## src/rtl/sector_stats_pkg.sv

```systemverilog
package sector_stats_pkg;
  localparam int LANE_W  = 8;
  localparam int LANES   = 4;
  localparam int WORD_W  = LANE_W * LANES;
  localparam int FIELD_W = 7;
  localparam logic [FIELD_W-1:0] NARROW_MASK = 7'h3F;
  localparam logic [FIELD_W-1:0] WIDE_MASK   = 7'h7F;

  function automatic logic [FIELD_W-1:0] field_mask(input logic wide);
    return wide ? WIDE_MASK : NARROW_MASK;
  endfunction
endpackage

```

## src/rtl/sector_count_bank.sv

```systemverilog
module sector_count_bank
  import sector_stats_pkg::*;
#(
  parameter int WORDS = 4,
  parameter int AW    = 2
) (
  input  logic              clk,
  input  logic              we,
  input  logic [AW-1:0]     waddr,
  input  logic [WORD_W-1:0] wdata,
  input  logic [AW-1:0]     raddr,
  output logic [WORD_W-1:0] rdata
);
  logic [WORD_W-1:0] mem [WORDS];

  always_ff @(posedge clk) begin
    if (we) mem[waddr] <= wdata;
    rdata <= mem[raddr];
  end
endmodule

```

## src/rtl/sector_walker.sv

```systemverilog
module sector_walker #(
  parameter int MAX_SECTORS = 16,
  parameter int CNT_W       = 5,
  parameter int IDX_W       = 4,
  parameter int AW          = 2
) (
  input  logic             clk,
  input  logic             rst,
  input  logic             start,
  input  logic [CNT_W-1:0] sector_cnt,
  output logic             accept,
  output logic             empty,
  output logic             busy,
  output logic [AW-1:0]    rd_addr,
  output logic             acc_vld,
  output logic             acc_last,
  output logic [1:0]       acc_lane
);
  localparam logic [CNT_W-1:0] CAP = CNT_W'(MAX_SECTORS);

  logic             busy_q;
  logic             vld_q;
  logic             last_q;
  logic [1:0]       lane_q;
  logic [IDX_W-1:0] idx_q;
  logic [IDX_W-1:0] lim_q;
  logic [CNT_W-1:0] n_eff;
  logic             issue_last;

  always_comb begin
    n_eff      = (sector_cnt > CAP) ? CAP : sector_cnt;
    accept     = start && !busy_q && !vld_q;
    empty      = accept && (n_eff == '0);
    issue_last = busy_q && (idx_q == lim_q);
    rd_addr    = AW'(idx_q >> 2);
  end

  always_ff @(posedge clk) begin
    if (rst) begin
      busy_q <= 1'b0;
      vld_q  <= 1'b0;
      last_q <= 1'b0;
      lane_q <= '0;
      idx_q  <= '0;
      lim_q  <= '0;
    end else begin
      vld_q  <= busy_q;
      last_q <= issue_last;
      lane_q <= idx_q[1:0];
      if (accept) begin
        busy_q <= (n_eff != '0);
        idx_q  <= '0;
        lim_q  <= IDX_W'(n_eff - CNT_W'(1));
      end else if (busy_q) begin
        idx_q <= idx_q + IDX_W'(1);
        if (issue_last) busy_q <= 1'b0;
      end
    end
  end

  assign busy     = busy_q;
  assign acc_vld  = vld_q;
  assign acc_last = last_q;
  assign acc_lane = lane_q;
endmodule

```

## src/rtl/sector_accum.sv

```systemverilog
module sector_accum
  import sector_stats_pkg::*;
#(
  parameter int CNT_W = 5,
  parameter int SUM_W = 11
) (
  input  logic               clk,
  input  logic               rst,
  input  logic               clear,
  input  logic               empty,
  input  logic               wide,
  input  logic               vld,
  input  logic               last,
  input  logic [1:0]         lane,
  input  logic [WORD_W-1:0]  word,
  output logic               done,
  output logic [CNT_W-1:0]   fail_cnt,
  output logic [SUM_W-1:0]   sum,
  output logic [FIELD_W-1:0] maxv,
  output logic [FIELD_W-1:0] mask
);
  logic [FIELD_W-1:0] lane_val [LANES];
  logic [FIELD_W-1:0] mask_q;
  logic [FIELD_W-1:0] masked;
  logic               is_fail;

  for (genvar g = 0; g < LANES; g++) begin : g_lane
    assign lane_val[g] = word[g*LANE_W +: FIELD_W];
  end

  always_comb begin
    masked  = lane_val[lane] & mask_q;
    is_fail = (masked == mask_q);
  end

  always_ff @(posedge clk) begin
    if (rst) begin
      done     <= 1'b0;
      fail_cnt <= '0;
      sum      <= '0;
      maxv     <= '0;
      mask_q   <= NARROW_MASK;
    end else begin
      done <= 1'b0;
      if (clear) begin
        fail_cnt <= '0;
        sum      <= '0;
        maxv     <= '0;
        mask_q   <= field_mask(wide);
        done     <= empty;
      end else if (vld) begin
        if (is_fail) begin
          fail_cnt <= fail_cnt + CNT_W'(1);
        end else begin
          sum <= sum + SUM_W'(masked);
          if (masked > maxv) maxv <= masked;
        end
        done <= last;
      end
    end
  end

  assign mask = mask_q;
endmodule

```

## src/rtl/sector_err_stats.sv

```systemverilog
module sector_err_stats
  import sector_stats_pkg::*;
#(
  parameter int MAX_SECTORS = 16,
  localparam int WORDS = (MAX_SECTORS + LANES - 1) / LANES,
  localparam int AW    = (WORDS > 1) ? $clog2(WORDS) : 1,
  localparam int CNT_W = $clog2(MAX_SECTORS + 1),
  localparam int IDX_W = $clog2(MAX_SECTORS),
  localparam int SUM_W = $clog2(int'(WIDE_MASK) * MAX_SECTORS + 1)
) (
  input  logic               clk,
  input  logic               rst,
  input  logic               bank_we,
  input  logic [AW-1:0]      bank_waddr,
  input  logic [WORD_W-1:0]  bank_wdata,
  input  logic               start,
  input  logic [CNT_W-1:0]   sector_cnt,
  input  logic               wide_field,
  output logic               done,
  output logic [CNT_W-1:0]   failed_cnt,
  output logic [SUM_W-1:0]   corrected_sum,
  output logic [FIELD_W-1:0] max_flips
);
  logic               accept;
  logic               empty;
  logic               walk_busy;
  logic [AW-1:0]      rd_addr;
  logic               acc_vld;
  logic               acc_last;
  logic [1:0]         acc_lane;
  logic [WORD_W-1:0]  rd_word;
  logic [FIELD_W-1:0] cur_mask;

  sector_count_bank #(.WORDS(WORDS), .AW(AW)) u_bank (
    .clk   (clk),
    .we    (bank_we),
    .waddr (bank_waddr),
    .wdata (bank_wdata),
    .raddr (rd_addr),
    .rdata (rd_word)
  );

  sector_walker #(
    .MAX_SECTORS (MAX_SECTORS),
    .CNT_W       (CNT_W),
    .IDX_W       (IDX_W),
    .AW          (AW)
  ) u_walk (
    .clk        (clk),
    .rst        (rst),
    .start      (start),
    .sector_cnt (sector_cnt),
    .accept     (accept),
    .empty      (empty),
    .busy       (walk_busy),
    .rd_addr    (rd_addr),
    .acc_vld    (acc_vld),
    .acc_last   (acc_last),
    .acc_lane   (acc_lane)
  );

  sector_accum #(.CNT_W(CNT_W), .SUM_W(SUM_W)) u_acc (
    .clk      (clk),
    .rst      (rst),
    .clear    (accept),
    .empty    (empty),
    .wide     (wide_field),
    .vld      (acc_vld),
    .last     (acc_last),
    .lane     (acc_lane),
    .word     (rd_word),
    .done     (done),
    .fail_cnt (failed_cnt),
    .sum      (corrected_sum),
    .maxv     (max_flips),
    .mask     (cur_mask)
  );
endmodule

```

## config.mk

```make
export PLATFORM = sky130hd
export DESIGN_NAME = sector_err_stats
export DESIGN_NICKNAME = d
export VERILOG_FILES = /design/src/rtl/sector_stats_pkg.sv /design/src/rtl/sector_count_bank.sv /design/src/rtl/sector_walker.sv /design/src/rtl/sector_accum.sv /design/src/rtl/sector_err_stats.sv
export SDC_FILE = /design/constraint.sdc
export NUM_CORES = 1
export LEC_CHECK = 0
export ABC_AREA = 1
export BUFFER_PORTS_ARGS = -buffer_cell sky130_fd_sc_hd__buf_2
export CAP_MARGIN = 20
export CORE_ASPECT_RATIO = 0.7
export CORE_MARGIN = 3
export CORE_UTILIZATION = 50
export DETAILED_ROUTE_END_ITERATION = 8
export PLACE_DENSITY = 0.68
export SLEW_MARGIN = 30
export SYNTH_ARGS = -nofsm -noshare
export SYNTH_HDL_FRONTEND = slang
export SYNTH_HIERARCHICAL = 1
export SYNTH_SLANG_ARGS = --single-unit
```

## constraint.sdc

```tcl
create_clock -name clk -period 9.8 [get_ports clk]
set_input_delay 1.96 -clock clk [delete_from_list [all_inputs] [get_ports clk]]
set_output_delay 1.96 -clock clk [all_outputs]
set_load 0.03 [all_outputs]
```

* Word level (Yosys, flattened, before mapping)
Memory sizes are Yosys's and may differ from the RTL's. A register that Yosys moved wholly into a read port is not among the register bits.
Cells that the tools add are included.
** Cells by class
- Add/subtract/negate cells :: 4
- Multipliers :: 0
- Div/mod/pow operators :: 0
- Magnitude comparators :: 3
- Equality and inequality tests :: 2
- Shift-type cells :: 0
- Muxes and demuxes :: 12
- Bitwise logic cells :: 3
- Reduce and logical (&&, ||, !) cells :: 12
** Operator list (count)
- 7-bit 2-to-1 mux :: 3
- 7-bit binary-select mux with 2-bit select :: 1
- 11-bit by 7-bit adder with 11-bit output :: 1
- 7-bit AND :: 1
- 7-bit equality test :: 1
- 7-bit greater-than comparator :: 1
- 1-bit 2-to-1 mux :: 7
- 5-bit by 1-bit adder with 5-bit output, second input constant :: 1
- 5-bit greater-than comparator, second input constant :: 1
- 5-bit logical NOT :: 1
- 5-bit 2-to-1 mux :: 1
- 5-bit nonzero test :: 1
- 4-bit by 1-bit adder with 4-bit output, second input constant :: 1
- 4-bit equality test :: 1
- 1-bit logical AND :: 4
- 2-bit AND reduction :: 2
- 4-bit by 1-bit subtractor with 4-bit output, second input constant :: 1
- 3-bit greater-or-equal comparator, second input constant :: 1
- 2-bit inverter with 3-bit output :: 1
- 3-bit AND reduction :: 1
- 1-bit logical NOT :: 2
- 2-bit OR reduction :: 1
- 1-bit inverter :: 1
** Word-level totals
- Register bits after elaboration :: 44
- Latch bits :: 0
- Memory bits (writable) :: 128
- Bits in read-only memories :: 0
- Input bits :: 44
- Output and inout bits :: 24
- Logic and storage cells :: 48
- Memories :: 1
** Memories
- u_bank.mem :: words 4, width 32, rd ports 1, clocked after memory_dff 1, write ports 1, RTL line sector_count_bank.sv:14 : logic [WORD_W-1:0] mem [WORDS];

* Depth between registers and ports, before layout
- Word-level depth :: 8
- Depth in mapped cells :: 18
- Mapped depth without buffers :: 17

* By module
The synthesis kept the hierarchy.
** By module, submodules not included
- sector_count_bank :: times used 1, cells each 541, area each 6078.3 sq um, sequential area each 4484.3 sq um
- sector_accum :: times used 1, cells each 336, area each 2043.2 sq um, sequential area each 500.5 sq um
- sector_walker :: times used 1, cells each 96, area each 694.4 sq um, sequential area each 260.2 sq um

* Worst setup path before layout
No wires, ideal clock.
- Kind :: input port to flip-flop
- Start :: in bank_waddr[1]
- End :: mem u_bank/mem[0][0] (netlist bit), enable pin
- Arrival time :: 4.240 ns
- Data required time :: 9.339 ns
- Setup slack :: 5.099 ns
- Stages on the path :: 1
- Path buffers :: 0
- Cells stage by stage :: nor3_1
** RTL lines
- start, declared :: RTL line sector_err_stats.sv:14 : input logic [AW-1:0] bank_waddr,
- end, declared :: RTL line sector_count_bank.sv:14
Straight into the memory's write port.

* Worst setup path in the final report
- Start :: in bank_waddr[1]
- End :: mem u_bank/mem[3][24] (netlist bit), enable pin
Straight into the memory's write port.

==> results.rst <==
.. list-table::
   :header-rows: 1

   * - Metric
     - Value
   * - Final clock skew
     - 0.0143 ns
   * - Highest clock frequency the design can meet
     - 0.318 GHz
   * - Cell with the biggest individual delay on the critical path
     - nor3_4
   * - Vias per Instance
     - 4.72
   * - Maximum net fanout on the critical path
     - 16
   * - H-tree depth
     - 4
   * - Total of max-cap violations
     - 0
   * - Switching component of the power
     - 0.403 mW
   * - Count of instances resized after the clock tree is built
     - 0
   * - Diode count
     - 0
   * - Portion of total power attributed to the clock network
     - 0.413
   * - Internal Power
     - 1.27 mW
   * - Startpoint type of the worst setup path
     - input port
   * - Hold buffer count at CTS
     - 0
   * - Number of global-route vias before repair
     - 5041
   * - Area of all placed cells without fillers
     - 9070 um2
   * - Worst path top cell family by delay
     - simple AND/OR/NAND/NOR gates
   * - Critical-path cell list
     - buf_2, inv_1, nor3_4, buf_4
   * - Count of routing violations after the opening detailed-route iteration
     - 401
   * - Placed cell area
     - 8460 um2
   * - Detailed-route wire length per cell
     - 13.1 um
   * - Total of buffers placed on input and output ports
     - 63
   * - All-Layer GR Usage
     - 0.184
   * - Clock latency of the later-clocked register in the worst-skew pair
     - 0.43 ns
   * - Seq pwr share
     - 0.507
   * - Die outline height
     - 112 um
   * - Count of unresolved DRC violations after routing
     - 0
   * - Pwr dens
     - 185 nW/um2
   * - Combinational share of power
     - 0.080
   * - Fin nets
     - 1024
   * - Final global-route overflow total
     - 0
   * - RSZ-0062 raised after global routing
     - false
   * - Crit share post-route
     - 0.321
   * - GPL Wtd Cong
     - 0.810
   * - Class of the most critical hold timing path
     - flip-flop to flip-flop
   * - Mean Syn Cell Area
     - 8.90 um2
   * - Wire length of the first global-routing pass
     - 25.2 mm
   * - Shortest clock period the worst path allows after layout
     - 3.15 ns
   * - Number of antenna violations at the first check in global routing
     - 1
   * - Final-layout setup total negative slack
     - 0 ns
   * - Core region area
     - 15600 um2
   * - Half-perimeter wire length after placement
     - 9.66 mm
   * - Setup-violating endpoint count in the final report
     - 0
   * - Netlist area before placement
     - 8030 um2
   * - Number of buffers inserted during clock tree synthesis
     - 17
   * - WP buf/inv
     - 3
   * - Yosys synthesis warning count
     - 6
   * - I/O pins
     - 68
   * - Die extent in x
     - 157 um
   * - Clk sink count
     - 178
   * - Max VDD drop
     - 149 uV
   * - Outcome
     - finished clean
   * - CTS Root Buffer Type
     - clkbuf_16
   * - Number of standard-cell rows in the floorplan
     - 38
   * - Die area
     - 17600 um2
   * - Max-slew violations
     - 0
   * - Required time at the endpoint of the critical path
     - 9.91 ns
   * - Clock-pin transition on the worst setup and hold timing paths
     - 0.07 ns
   * - Maximum buffer depth of the clock tree
     - 2
   * - Worst slew margin
     - 0.447
   * - Number of buffers inserted by post-CTS setup repair
     - 0
   * - Filler Cell Count
     - 1339
   * - Fraction of power spent switching nets
     - 0.241
   * - Fraction of layout instances using a drive strength above 1
     - 0.140
   * - Gate count of the mapped netlist
     - 902
   * - Pin count of the biggest net entering global routing
     - 61
   * - Start-to-end type of the worst setup path
     - input port to flip-flop
   * - DR vias
     - 5546
   * - Effective utilization at floorplan
     - 0.515
   * - ANT nets after route
     - 0
   * - Area added between synthesis and finish
     - 12.9%
   * - Slew of the pin with the lowest slew margin
     - 0.828 ns
   * - Clock tree from TritonCTS
     - done
   * - Kind of end point of the critical path
     - flip-flop
   * - Endpoints failing hold
     - 0
   * - DRT Pass-1 Iters
     - 5
   * - Leakage Power
     - 4.38 nW
   * - Arrival time of data at the critical path endpoint
     - 3.26 ns
   * - Final routed wirelength across all metal layers
     - 15.4 mm
   * - Worst path max stage delay
     - 0.68 ns
   * - Net count after synthesis
     - 965
layout by cell type (no fill, tap or decap), types with 6 or more instances in the layout:
cell,instances
nand2_1,294
inv_1,166
edfxtp_1,112
nand3_1,81
dfxtp_1,65
buf_2,63
nor2_1,56
clkbuf_16,19
ha_1,18
a21oi_1,16
inv_2,7
buf_4,6
o21ai_1,6
xnor2_1,6
sequential cells by signal, summed over array words and instances, names as in the netlist, 2 cells and up:
signal,cells
u_bank/rdata,28
u_walk/idx_q,4
u_acc/fail_cnt,5
u_acc/sum,11
u_walk/acc_lane,2
u_walk/lim_q,4
u_acc/maxv,7
u_bank/mem,112
final timing paths:
check                     startpoint                end  slack, ns  cells after the start
hold / removal       u_walk/lim_q[0]    u_walk/lim_q[0]       0.48                      2
setup / recovery       bank_waddr[1]  u_bank/mem[3][24]       6.65                      4
hold reg to reg      u_walk/lim_q[0]    u_walk/lim_q[0]       0.48                      2
setup reg to reg  u_walk/acc_lane[0]      u_acc/maxv[1]       6.87                     16
per-stage QoR:
step	utilization	hold WS, ns	cells	power (mW)	setup slack [ns]
2_1_floorplan	-	0.442	902	0.958	5.38
3_3_place_gp	0.541	0.457	1142	0.996	5.87
3_5_place_dp	0.542	0.468	1142	0.999	6.17
4_1_cts	0.581	0.480	1174	1.69	6.64
5_1_grt	0.581	0.506	1174	1.74	6.57
6_report	0.581	0.478	1174	1.67	6.65
routing by layer:
layer  vias to the layer above  global-route usage  wire length, um
li1                       2908                   -                -
met2                       112               0.267             6600
met1                      2501               0.272             7830
met3                        23              0.0424              680
met4                         2              0.0647              256
met5                         -                   0               13
power by group through the flow:
stage | registers (mW) | logic, mW | clock network [mW]
2_1_floorplan | 0.868 | 0.0904 | 0
3_3_place_gp | 0.865 | 0.131 | 0
3_5_place_dp | 0.865 | 0.134 | 0
4_1_cts | 0.849 | 0.134 | 0.705
5_1_grt | 0.852 | 0.153 | 0.739
6_report | 0.849 | 0.134 | 0.691
worst min-delay path: cells and delay by family, from the launching register on:
family	cells	cell delay (ns)
AND/OR/NAND/NOR	2	0.12
flip-flops	1	0.32
cell type report:
cell class / instances / area [um2] / share of cell area
flip-flops and latches: 178 / 4690 / 0.517
multi-input cells: 519 / 2480 / 0.274
inverters: 176 / 678 / 0.0748
clock buffers: 20 / 479 / 0.0529
repair buffers: 69 / 360 / 0.0397
well taps: 200 / 250 / 0.0276
clock inverters: 12 / 130 / 0.0144
No activity file was read; power rests on OpenSTA's default activity.
